**src/rtl/dis_pkg.sv**
```systemverilog
package dis_pkg;

    localparam int ADDR_W = 6;

    // control byte address and edge bank base
    localparam logic [ADDR_W-1:0] OFS_CTRL = 6'h18;
    localparam logic [ADDR_W-1:0] OFS_EDGE = 6'h10;

    typedef enum logic [2:0] {
        RG_NONE,
        RG_STA,
        RG_MSK,
        RG_EDGE,
        RG_CTRL
    } region_e;

    typedef struct packed {
        region_e    region;
        logic       line;
        logic [2:0] idx;
    } decode_t;

    // bit0: clear-on-read, bit1: pending buffer disabled
    typedef struct packed {
        logic pend_off;
        logic cor;
    } ctrl_t;

    function automatic decode_t decode_addr(input logic [ADDR_W-1:0] a,
                                            input int nbytes,
                                            input int ebytes);
        decode_t d;
        d.region = RG_NONE;
        d.line   = a[3];
        d.idx    = a[2:0];
        if (a[5:4] == 2'b00) begin
            d.idx = {1'b0, a[1:0]};
            if (int'(a[1:0]) < nbytes)
                d.region = a[2] ? RG_MSK : RG_STA;
        end else if (a[5:3] == OFS_EDGE[5:3]) begin
            if (int'(a[2:0]) < ebytes)
                d.region = RG_EDGE;
        end else if (a == OFS_CTRL) begin
            d.region = RG_CTRL;
        end
        return d;
    endfunction

endpackage

```
**src/rtl/dis_edge_detect.sv**
```systemverilog
module dis_edge_detect #(
    parameter int NSRC = 24
) (
    input  logic            clk,
    input  logic            rst,
    input  logic [NSRC-1:0] src_in,
    input  logic [NSRC-1:0] rise_en,
    input  logic [NSRC-1:0] fall_en,
    output logic [NSRC-1:0] ev
);

    generate
        for (genvar i = 0; i < NSRC; i++) begin : g_src
            logic s1_q, s2_q, prev_q;

            always_ff @(posedge clk) begin
                if (rst) begin
                    s1_q   <= 1'b0;
                    s2_q   <= 1'b0;
                    prev_q <= 1'b0;
                end else begin
                    s1_q   <= src_in[i];
                    s2_q   <= s1_q;
                    prev_q <= s2_q;
                end
            end

            assign ev[i] = (rise_en[i] &  s2_q & ~prev_q)
                         | (fall_en[i] & ~s2_q &  prev_q);
        end
    endgenerate

endmodule

```
**src/rtl/dis_line.sv**
```systemverilog
module dis_line #(
    parameter int NSRC   = 24,
    parameter int NBYTES = 3
) (
    input  logic              clk,
    input  logic              rst,
    input  logic [NSRC-1:0]   ev,
    input  logic              pend_off,
    input  logic [NSRC-1:0]   clr,
    input  logic [NBYTES-1:0] mask_we,
    input  logic [7:0]        wdata,
    output logic [NSRC-1:0]   sta,
    output logic [NSRC-1:0]   mask,
    output logic [NSRC-1:0]   pend,
    output logic              irq_n
);

    localparam int PADW = NBYTES * 8;

    logic [NSRC-1:0] live, sta_d, pend_d, mask_d;
    logic [PADW-1:0] mask_pad;

    always_comb begin
        live   = ev & ~mask;
        // a new event beats a clear; a buffered event reloads an empty bit
        sta_d  = live | (sta & ~clr) | (~sta & pend);
        pend_d = (pend & sta) | ({NSRC{~pend_off}} & live & sta & ~clr);

        mask_pad             = '0;
        mask_pad[NSRC-1:0]   = mask;
        for (int b = 0; b < NBYTES; b++) begin
            if (mask_we[b])
                mask_pad[b*8 +: 8] = wdata;
        end
        mask_d = mask_pad[NSRC-1:0];
    end

    always_ff @(posedge clk) begin
        if (rst) begin
            sta   <= '0;
            pend  <= '0;
            mask  <= '1;
            irq_n <= 1'b1;
        end else begin
            sta   <= sta_d;
            pend  <= pend_d;
            mask  <= mask_d;
            irq_n <= ~|(sta & ~mask);
        end
    end

endmodule

```
**src/rtl/dis_regfile.sv**
```systemverilog
module dis_regfile
    import dis_pkg::*;
#(
    parameter int NSRC   = 24,
    parameter int NBYTES = 3,
    parameter int EBYTES = 6
) (
    input  logic                   clk,
    input  logic                   rst,
    input  logic [ADDR_W-1:0]      addr,
    input  logic                   wr,
    input  logic [7:0]             wdata,
    input  logic                   rd,
    input  logic [1:0][NSRC-1:0]   sta,
    input  logic [1:0][NSRC-1:0]   msk,
    output logic [7:0]             rdata,
    output ctrl_t                  ctrl,
    output logic [NSRC-1:0]        rise_en,
    output logic [NSRC-1:0]        fall_en,
    output logic [1:0][NSRC-1:0]   clr,
    output logic [1:0][NBYTES-1:0] mask_we
);

    localparam int PADW = NBYTES * 8;
    localparam int EW   = EBYTES * 8;

    decode_t               dec;
    logic [EW-1:0]         edge_q;
    logic [1:0][PADW-1:0]  sta_pad, msk_pad, clr_pad;
    logic [7:0]            rd_val;

    assign dec = decode_addr(addr, NBYTES, EBYTES);

    // per-line acknowledge and mask-write strobes
    always_comb begin
        for (int l = 0; l < 2; l++) begin
            sta_pad[l]            = '0;
            msk_pad[l]            = '0;
            sta_pad[l][NSRC-1:0]  = sta[l];
            msk_pad[l][NSRC-1:0]  = msk[l];
            clr_pad[l]            = '0;
            mask_we[l]            = '0;
            for (int b = 0; b < NBYTES; b++) begin
                if (int'(dec.idx) == b && dec.line == l[0]) begin
                    if (dec.region == RG_STA) begin
                        if (rd && ctrl.cor)
                            clr_pad[l][b*8 +: 8] = 8'hFF;
                        if (wr && !ctrl.cor)
                            clr_pad[l][b*8 +: 8] = clr_pad[l][b*8 +: 8] | wdata;
                    end
                    if (dec.region == RG_MSK && wr)
                        mask_we[l][b] = 1'b1;
                end
            end
            clr[l] = clr_pad[l][NSRC-1:0];
        end
    end

    // read multiplexer
    always_comb begin
        rd_val = '0;
        case (dec.region)
            RG_STA: begin
                for (int b = 0; b < NBYTES; b++)
                    if (int'(dec.idx) == b) rd_val = sta_pad[dec.line][b*8 +: 8];
            end
            RG_MSK: begin
                for (int b = 0; b < NBYTES; b++)
                    if (int'(dec.idx) == b) rd_val = msk_pad[dec.line][b*8 +: 8];
            end
            RG_EDGE: begin
                for (int b = 0; b < EBYTES; b++)
                    if (int'(dec.idx) == b) rd_val = edge_q[b*8 +: 8];
            end
            RG_CTRL: rd_val = {6'b0, ctrl};
            default: rd_val = '0;
        endcase
    end

    always_ff @(posedge clk) begin
        if (rst) begin
            edge_q <= '0;
            ctrl   <= '0;
            rdata  <= '0;
        end else begin
            if (rd)
                rdata <= rd_val;
            if (wr && dec.region == RG_CTRL)
                ctrl <= ctrl_t'(wdata[1:0]);
            for (int b = 0; b < EBYTES; b++) begin
                if (wr && dec.region == RG_EDGE && int'(dec.idx) == b)
                    edge_q[b*8 +: 8] <= wdata;
            end
        end
    end

    generate
        for (genvar i = 0; i < NSRC; i++) begin : g_edge_map
            assign rise_en[i] = edge_q[2*i + 1];
            assign fall_en[i] = edge_q[2*i];
        end
    endgenerate

endmodule

```
**src/rtl/dual_irq_stage.sv**
```systemverilog
module dual_irq_stage
    import dis_pkg::*;
#(
    parameter int NSRC = 24
) (
    input  logic              clk,
    input  logic              rst,
    input  logic [NSRC-1:0]   src_in,
    input  logic [ADDR_W-1:0] reg_addr,
    input  logic              reg_wr,
    input  logic [7:0]        reg_wdata,
    input  logic              reg_rd,
    output logic [7:0]        reg_rdata,
    output logic [1:0]        irq_n
);

    localparam int NBYTES = (NSRC + 7) / 8;
    localparam int EBYTES = (2 * NSRC + 7) / 8;

    ctrl_t                  ctrl_w;
    logic [NSRC-1:0]        rise_w, fall_w, ev_w;
    logic [1:0][NSRC-1:0]   sta_w, msk_w, clr_w, pend_w;
    logic [1:0][NBYTES-1:0] mwe_w;

    dis_edge_detect #(.NSRC(NSRC)) u_edge (
        .clk     (clk),
        .rst     (rst),
        .src_in  (src_in),
        .rise_en (rise_w),
        .fall_en (fall_w),
        .ev      (ev_w)
    );

    dis_regfile #(.NSRC(NSRC), .NBYTES(NBYTES), .EBYTES(EBYTES)) u_regs (
        .clk     (clk),
        .rst     (rst),
        .addr    (reg_addr),
        .wr      (reg_wr),
        .wdata   (reg_wdata),
        .rd      (reg_rd),
        .sta     (sta_w),
        .msk     (msk_w),
        .rdata   (reg_rdata),
        .ctrl    (ctrl_w),
        .rise_en (rise_w),
        .fall_en (fall_w),
        .clr     (clr_w),
        .mask_we (mwe_w)
    );

    generate
        for (genvar l = 0; l < 2; l++) begin : g_line
            dis_line #(.NSRC(NSRC), .NBYTES(NBYTES)) u_line (
                .clk      (clk),
                .rst      (rst),
                .ev       (ev_w),
                .pend_off (ctrl_w.pend_off),
                .clr      (clr_w[l]),
                .mask_we  (mwe_w[l]),
                .wdata    (reg_wdata),
                .sta      (sta_w[l]),
                .mask     (msk_w[l]),
                .pend     (pend_w[l]),
                .irq_n    (irq_n[l])
            );
        end
    endgenerate

endmodule

```
**config.mk**
```make
export PLATFORM = sky130hd
export DESIGN_NAME = dual_irq_stage
export DESIGN_NICKNAME = d
export VERILOG_FILES = /design/src/rtl/dis_pkg.sv /design/src/rtl/dis_edge_detect.sv /design/src/rtl/dis_line.sv /design/src/rtl/dis_regfile.sv /design/src/rtl/dual_irq_stage.sv
export SDC_FILE = /design/constraint.sdc
export NUM_CORES = 1
export LEC_CHECK = 0
export BUFFER_PORTS_ARGS = -buffer_cell sky130_fd_sc_hd__buf_2
export CORE_MARGIN = 2
export CORE_UTILIZATION = 32
export CTS_CLUSTER_DIAMETER = 150
export DETAILED_ROUTE_END_ITERATION = 6
export PLACE_DENSITY_LB_ADDON = 0.12
export SLEW_MARGIN = 20
export SYNTH_ARGS = -nofsm -noshare
export SYNTH_HDL_FRONTEND = slang
export SYNTH_SLANG_ARGS = --single-unit
```
**constraint.sdc**
```tcl
create_clock -name clk -period 2.82 [get_ports clk]
set_input_delay 0.282 -clock clk [delete_from_list [all_inputs] [get_ports clk]]
set_output_delay 0.282 -clock clk [all_outputs]
set_load 0.005 [all_outputs]
```
==> results of run 1 <==
==> flip-flops by register name (all words and copies together), names as in the netlist <==
signal and count:
g_line.u_line.irq_n 2, u_edge.g_src.s2_q 24, u_regs.rdata 8, g_line.u_line.mask 48, u_regs.edge_q 48, g_line.u_line.pend 48, g_line.u_line.sta 48, u_regs.ctrl 2
u_edge.g_src.s1_q 24, u_edge.g_src.prev_q 24
==> power breakdown <==
group	internal, W	switching, W
clock	0.00252	0.00171
sequential	0.00395	0.0000275
combinational	0.000164	0.000315
total	0.00663	0.00206
==> area by class of cell <==
| type | instances | area [sq um] | area share (%) |
|---|---|---|---|
| inverter | 59 | 221 | 1.54 |
| tap | 511 | 639 | 4.45 |
| timing repair buffer | 112 | 820 | 5.71 |
| multi-input combinational | 942 | 6080 | 42.4 |
| sequential | 276 | 5530 | 38.5 |
| clock inverter | 6 | 73.8 | 0.514 |
| clock buffer | 54 | 996 | 6.94 |
==> kinds of logic after synthesis <==
family	Yosys count	share of synthesized area (%)
multiplexers	96	8.67
AND/OR/NAND/NOR	534	23.0
flip-flops	276	45.0
AO/OA/AOI/OAI	312	17.9
buffers and inverters	155	5.44
==> through the flow <==
stage | hold slack (ns) | setup slack, ns | std cells | instance area, sq um
2_1_floorplan | 0.400 | 1.04 | 1373 | 12300
3_3_place_gp | 0.421 | 0.306 | 1877 | 13100
3_5_place_dp | 0.420 | 0.297 | 1877 | 13100
4_1_cts | 0.00611 | 0.804 | 1960 | 14400
5_1_grt | 0.0241 | 0.594 | 1960 | 14400
6_report | 0.0285 | 0.778 | 1960 | 14400
==> per-layer routing <==
| metal | vias up | share of wire, % | GRT usage [%] |
|---|---|---|---|
| met3 | 52 | 5.2 | 3.33 |
| met2 | 281 | 44 | 34.1 |
| met5 | - | 0 | 0 |
| li1 | 4996 | - | - |
| met1 | 4982 | 49 | 31.8 |
| met4 | 0 | 2.1 | 5.93 |
==> cell usage in the layout, fill, tap and decap left out, types with 23 or more instances in the layout <==
cell type and n:
nor2_1 177, a21oi_1 49, nand3b_1 41, mux2i_1 85, buf_2 49, dlygate4sd3_1 23, nor3_1 36, buf_4 36
o21a_1 25, a211o_1 34, nand3_1 38, dfxtp_1 276, a31oi_1 30, a2111oi_0 26, clkbuf_16 34, a211oi_1 32
nor2b_1 107, nand2_1 66, inv_1 59, o22ai_1 38, o21ai_0 26
==> how the worst min path moves through the flow <==
stage                                      from                         to  slack (ns)
after floorplan                    reg_wdata[2]  g_line[0].u_line.mask[10]        0.40
final                                 src_in[6]       u_edge.g_src[6].s1_q        0.03
after global routing                  src_in[6]       u_edge.g_src[6].s1_q        0.02
after global placement    u_edge.g_src[17].s1_q      u_edge.g_src[17].s2_q        0.42
after detailed placement  u_edge.g_src[17].s1_q      u_edge.g_src[17].s2_q        0.42
after CTS                             src_in[6]       u_edge.g_src[6].s1_q       0.006
==> timing repair <==
item                                   in CTS  in global routing
hold buffers                               23                  0
endpoints found under the hold margin      23                  0
buffers inserted                            0                  0
resized for setup                           0                  0
==> results.ini, run 1 <==
[yosys]
synth-edff-count = 0
synth.distinct_cells = 64
ys_warn_count = 0
synth_seq_cells = 276
yosysSeqAreaShare_pct = 45.0
syn_area_sq_mm = 0.0123
synth_common_cells = dfxtp_1 (276), nor2_1 (177), nor2b_1 (107)
syn_inst = 1373
yosysTopAreaCellShare_pct = 45.0
synthFlopType = dfxtp_1
synth.most_common_cell = dfxtp_1
synth_nets = 1415
async_reset_ff_share_pct = 0
synth_area_leader_cell = dfxtp_1
avgSynthCellArea_sq_um = 8.94
synth_area_leaders = dfxtp_1 (45%), mux2i_1 (6.9%), nor2b_1 (5.5%)

[timing]
tightest_slew_ns = 0.963
fmax_mhz = 490
finalMaxSlewViolations = 0
clock_skew_ns = 0.0175
setup_viol = 0
finalHoldViolations = 0
fin_crit_ns = 2.04
slew_headroom_pct = 35.8
finalSetupTns_ns = 0
period_share_pct = 72.4
rsz0062_at_grt = no

[clock_network]
cts_sinks = 276
htree_levels = 2
cts_tree = done
clock_path_buffers = 3
clk_latency_ns = 0.53
cts_made_buffers = 34
clk_pin_slew_ns = 0.05
root_buffer = clkbuf_16

[worst_setup_path]
regToRegSetupSlack_ns = 0.78
critPathLaunch = u_regs.ctrl[0]
crit_arrival_ns = 2.44
worst_setup_path_end_kind = flip-flop
endpoint = g_line[0].u_line.sta[15]
critPathMaxFanout = 10
critPathSlowestCell = a21o_1
reg2reg_from = u_regs.ctrl[0]
cp_num_buf_inv = 0
cp_cell_sequence = nor2b_1, a21o_1, nand3_1, a211oi_1, nor2_1
crit_required_ns = 3.22
critPathTopFamily = compound AO/OA/AOI/OAI gates
cp-start-kind = flip-flop
r2r-end = g_line[0].u_line.sta[15]
critPathKind = reg2reg
r2r_cells = 5
cpPeakStageDelay_ns = 0.56
path_depth = 5

[route]
ant_nets = 0
num_vias = 10300
drt_iter0_drc = 933
firstDrtPassIters = 7
detail_route.drc_violations = 0
routed_wl_um = 42900
via_per_inst = 5.26
post_drt_wl_per_cell_um = 21.9

[global_routing]
antenna_found_initial = 0
gr-usage-all-layers_pct = 22.0
grt_max_degree = 133
grt_pass1_vias = 9850
grt_pass1_wl_um = 64800
overflow = 0

[pwr]
ir_drop_v = 0.000327
power.leakage_nw = 5.20
power_w = 0.00869
power.density_mw_per_mm2 = 605

[placed_design]
dp_hpwl_um = 30500
io_buffers = 51
place.gp.congestion = 0.886

[floorplanning]
num_rows = 71
die_w_um = 200
dieHeight_um = 200
ios = 52
coreArea_sq_mm = 0.0378
die_area_sq_mm = 0.0399
initial_utilization_pct = 32.5

[finish]
nets = 1467
fin_util_pct = 38.0
drive_above_1_share_pct = 12.1
area_delta_synth_final_pct = 17.0
antenna_cells = 0
nFillCells = 3841

[outcome]
status = complete, no violations

[worst_hold_path]
min_path_type = in2reg
min_path_cells = 2

[flow_run]
drv_cap = 0

(Power assumes the default switching activity.)
==> run 2, diff against run 1 <==
Settings changed: ABC_AREA set to 1.
Clock period 2.82 ns to 1.88 ns, I/O delays scaled along.
==> results.ini, run 2 <==
[clock_network]
htree_levels = 2
cts_sinks = 276
clk_pin_slew_ns = 0.06
post_cts_resized = 0
post_cts_buffers = 0
root_buffer = clkbuf_16
clock_path_buffers = 3
clk_latency_ns = 0.52
cts_made_buffers = 34
cts_tree = done

[timing]
fin_crit_ns = 1.60
fmax_mhz = 624
setup_viol = 0
period_share_pct = 85.3
finalSetupTns_ns = 0
clock_skew_ns = 0.0208
layout_setup_ws_ns = 0.276
rsz0062_at_grt = no
slew_headroom_pct = 54.7
tightest_slew_ns = 0.673
finalMaxSlewViolations = 0
finalHoldViolations = 0

[worst_setup_path]
path_depth = 5
regToRegSetupSlack_ns = 0.28
cp_cell_sequence = inv_1, o21ai_0, nor4_1, nand3_1, nand2_1
critPathSlowestCell = nor4_1
critPathTopFamily = simple AND/OR/NAND/NOR gates
r2r_cells = 5
worst_setup_path_end_kind = flip-flop
cp_num_buf_inv = 1
crit_required_ns = 2.34
crit_arrival_ns = 2.07
cpPeakStageDelay_ns = 0.66
cp-start-kind = flip-flop
critPathMaxFanout = 4
critPathKind = reg2reg

[yosys]
yosysTopAreaCellShare_pct = 46.0
syn_inst = 1756
ys_warn_count = 0
synth.distinct_cells = 30
synthFlopType = dfxtp_1
yosysSeqAreaShare_pct = 46.0
synth_area_leader_cell = dfxtp_1
avgSynthCellArea_sq_um = 6.85
async_reset_ff_share_pct = 0
synth_area_leaders = dfxtp_1 (46%), nand2_1 (12%), nor2_1 (8.1%)
synth_nets = 1798
synth_seq_cells = 276
synth-edff-count = 0
syn_area_sq_mm = 0.0120
synth.most_common_cell = nand2_1
synth_common_cells = nand2_1 (399), dfxtp_1 (276), nor2_1 (259)

[finish]
seq_area_sq_mm = 0.00553
multi_input_comb_area_sq_mm = 0.00534
layout_common_cells = nand2_1 (399), dfxtp_1 (276), nor2_1 (259)
antenna_cells = 0
area_delta_synth_final_pct = 22.7
nFillCells = 3958
layout_commonest_cell = nand2_1
final_cells = 2373
fin_util_pct = 39.5
drive_above_1_share_pct = 12.1
nets = 1919
stdcell_area_sq_mm = 0.0148

[route]
post_drt_wl_per_cell_um = 17.9
num_vias = 11500
firstDrtPassIters = 5
detail_route.drc_violations = 0
drt_iter0_drc = 982
via_per_inst = 4.87
ant_nets = 0
routed_wl_um = 42400

[placed_design]
io_buffers = 51
dp.cells = 2290
place.gp.congestion = 0.889
dp_hpwl_um = 30600
placed_cell_area_sq_mm = 0.0134
pre_cts_ws_ns = 0.0331

[floorplanning]
num_rows = 71
coreArea_sq_mm = 0.0373
initial_utilization_pct = 32.2
ios = 52
die_area_sq_mm = 0.0391
die_w_um = 198
dieHeight_um = 198

[global_routing]
grt_use_met1_pct = 29.4
gr-usage-all-layers_pct = 21.9
overflow = 0
antenna_found_initial = 0
busiest_layer = met2
grt_use_met2_pct = 34.6
grt_pass1_wl_um = 64400
grt_pass1_vias = 10800
grt_max_degree = 83
met3_usage_pct = 4.33

[pwr]
power.density_mw_per_mm2 = 906
ir_drop_v = 0.000580
power.leakage_nw = 6.36

[outcome]
status = complete, no violations

[worst_hold_path]
min_path_type = in2reg
min_path_cells = 4

[flow_run]
drv_cap = 0

run 2: cell types whose count changed after synthesis, sizes merged, moves of 27 or more:
cell     change
a2111oi     -27
a211o       -34
a211oi      -32
a21oi      +111
inv        +163
mux2i       -85
nand2      +335
nand3       +32
nand3b      -40
nor2       +102
nor2b      -107
o21ai      +123
run 2: worst paths after layout:
path	end	startpoint
worst min-delay path	u_regs.rdata[4]	reg_rd
worst max-delay path	g_line[0].u_line.irq_n	g_line[0].u_line.sta[17]
worst max register to register	g_line[0].u_line.irq_n	g_line[0].u_line.sta[17]
worst min register to register	u_edge.g_src[9].s2_q	u_edge.g_src[9].s1_q
run 2: logic make-up (layout without fill, tap and decap cells):
family,Yosys count,count (layout),synth area share (%)
compound gates,380,380,16.8
buf+inv,294,437,9.67
flops,276,276,46.0
simple gates,806,806,27.6
run 2: layer usage:
| metal | wire (um) | part of all wire, % | vias up |
|---|---|---|---|
| li1 | - | - | 5874 |
| met3 | 2640 | 6.2 | 82 |
| met1 | 19300 | 46 | 5266 |
| met2 | 18800 | 44 | 325 |
| met4 | 1600 | 3.8 | 0 |
| met5 | 0 | 0 | - |
run 2: cell type report:
cell class,instances,area share (%)
clock inverters,9,0.687
flip-flops and latches,276,37.5
multi-input cells,1186,36.2
well taps,474,4.02
clock buffers,49,6.84
inverters,223,5.67
repair buffers,156,9.15
run 2: per-stage QoR:
stage | hold slack [ns] | total power (W)
6_report | 0.151 | 0.0134
2_1_floorplan | 0.295 | 0.00653
4_1_cts | 0.128 | 0.0135
3_3_place_gp | 0.388 | 0.00691
3_5_place_dp | 0.392 | 0.00691
5_1_grt | 0.158 | 0.0139
run 2: power by group:
part	leakage (nW)	internal, W	switching (W)
registers	2.24	0.00593	0.0000353
clock network	0.548	0.00399	0.00254
logic	3.58	0.000291	0.000569
run 2: what timing repair did:
| item | in CTS | in global routing |
|---|---|---|
| endpoints found under the setup margin | 0 | 0 |
| endpoints found under the hold margin | 28 | 0 |
| hold buffers | 25 | 0 |
run 2: tightest hold or removal path, cell delays in order:
cell	delay, ns
buf_2	0.13
buf_4	0.18
nand2_1	0.07
a21oi_1	0.05
==> run 3, diff against run 2 <==
Settings changed: CORE_UTILIZATION 32 to 61.
==> results.ini, run 3 (synthesis gave the netlist of run 2 again) <==
[global_routing]
grt_max_degree = 68
gr-usage-all-layers_pct = 35.3
grt_pass1_wl_um = 56800
antenna_found_initial = 0
overflow = 0
grt_pass1_vias = 11000

[route]
ant_nets = 0
num_vias = 12100
routed_wl_um = 37100
drt_iter0_drc = 1243
detail_route.drc_violations = 0
firstDrtPassIters = 7
post_drt_wl_per_cell_um = 17.2
via_per_inst = 5.61

[floorplanning]
coreArea_sq_mm = 0.0194
num_rows = 51
initial_utilization_pct = 62.0
ios = 52
dieHeight_um = 144
die_w_um = 144
die_area_sq_mm = 0.0208

[clock_network]
post_cts_resized = 0
htree_levels = 1
root_buffer = clkbuf_16
clock_path_buffers = 3
cts_made_buffers = 28
clk_latency_ns = 0.55
cts_sinks = 276
clk_pin_slew_ns = 0.06
cts_tree = done

[worst_setup_path]
reg2reg_from = u_regs.edge_q[21]
critPathSlowestCell = dlygate4sd3_1
critPathMaxFanout = 10
critPathKind = in2reg
cpPeakStageDelay_ns = 0.52
crit_required_ns = 2.28
crit_arrival_ns = 2.09
cp-start-kind = primary input
cp_cell_sequence = dlygate4sd3_1, buf_2, nand2_1, o21ai_1, nand2_2, nor2_2, buf_4, nand2_1, a31oi_1, nor3_1
critPathLaunch = reg_rd
timing.critical_path.mode_cell = nand2_1
worst_setup_path_end_kind = flip-flop

[timing]
period_share_pct = 89.9
fmax_mhz = 591
finalMaxSlewViolations = 0
fin_crit_ns = 1.69
layout_setup_ws_ns = 0.189
tightest_slew_ns = 0.788
rsz0062_at_grt = no
clock_skew_ns = 0.0243
finalSetupTns_ns = 0
finalHoldViolations = 0
slew_headroom_pct = 46.9
setup_viol = 0

[pwr]
power.density_mw_per_mm2 = 890
switching_share_pct = 23.0
power_frac_clock_pct = 46.3
power.leakage_nw = 6.24
p_int_w = 0.00974
p_comb_share_pct = 6.5
ir_drop_v = 0.000875
p_seq_share_pct = 47.2
switchingPower_w = 0.00290

[finish]
nets = 1910
antenna_cells = 0
layout_commonest_cell = nand2_1
drive_above_1_share_pct = 11.6
area_delta_synth_final_pct = 18.1
nFillCells = 1612
layout_common_cells = nand2_1 (399), dfxtp_1 (276), nor2_1 (259)

[placed_design]
io_buffers = 51
dp_hpwl_um = 26100
pre_cts_ws_ns = 0.0291
place.gp.congestion = 0.991

[flow_run]
drv_cap = 0

[worst_hold_path]
hp-start = reg_wr
min_path_type = in2reg

[outcome]
status = complete, no violations

==> run 3: what timing repair did <==
item                                    CTS  global route
endpoints found under the setup margin    0             0
hold endpoints to repair                 34             0
setup buffers                             0             0
hold buffers                             26             0
==> run 3: path summary, 6_finish.rpt <==
check | to | slack [ns] | cells after the start
worst max-delay path | g_line[0].u_line.pend[10] | 0.19 | 10
worst max register to register | g_line[1].u_line.pend[10] | 0.24 | 6
worst min register to register | u_edge.g_src[9].s2_q | 0.40 | 2
worst min-delay path | u_regs.ctrl[1] | 0.13 | 5
==> run 3: power by group through the flow <==
stage                     registers (W)  clock network [W]  logic (W)
after floorplan                 0.00608                  0   0.000452
after detailed placement        0.00609                  0   0.000753
final                           0.00596            0.00585   0.000824
after CTS                       0.00596            0.00589   0.000800
after global placement          0.00609                  0   0.000746
after global routing            0.00596            0.00614   0.000887
==> run 3: metal layers <==
| metal | vias to the layer above | GRT usage [%] | part of all wire (%) |
|---|---|---|---|
| li1 | 5857 | - | - |
| met1 | 5494 | 46.8 | 41 |
| met2 | 594 | 55.9 | 45 |
| met3 | 126 | 6.13 | 9.6 |
| met4 | 0 | 17.6 | 5.2 |
| met5 | - | 0 | 0 |
==> run 3: metrics by stage <==
| step | area (sq um) | instances | power (W) | hold slack, ns | util, % |
|---|---|---|---|---|---|
| 2_1_floorplan | 12000 | 1756 | 0.00653 | 0.295 | - |
| 3_3_place_gp | 13000 | 2077 | 0.00683 | 0.386 | 66.9 |
| 3_5_place_dp | 13000 | 2077 | 0.00684 | 0.392 | 66.9 |
| 4_1_cts | 14200 | 2152 | 0.0127 | 0.116 | 73.2 |
| 5_1_grt | 14200 | 2152 | 0.0130 | 0.150 | 73.2 |
| 6_report | 14200 | 2152 | 0.0126 | 0.129 | 73.2 |
==> run 3: area by class of cell <==
| class | instances | area [sq um] | area share (%) |
|---|---|---|---|
| flip-flops and latches | 276 | 5530 | 38.9 |
| multi-input cells | 1186 | 5340 | 37.6 |
| repair buffers | 153 | 1200 | 8.48 |
| inverters | 223 | 837 | 5.89 |
| clock buffers | 35 | 757 | 5.33 |
| well taps | 265 | 332 | 2.33 |
| clock inverters | 14 | 214 | 1.51 |
==> run 3: worst max-delay path, delay by kind of cell <==
| kind | cells | cell delay, ns |
|---|---|---|
| AOI/OAI and AO/OA | 2 | 0.25 |
| and+or+nand+nor | 5 | 0.69 |
| buffers and inverters | 3 | 0.94 |
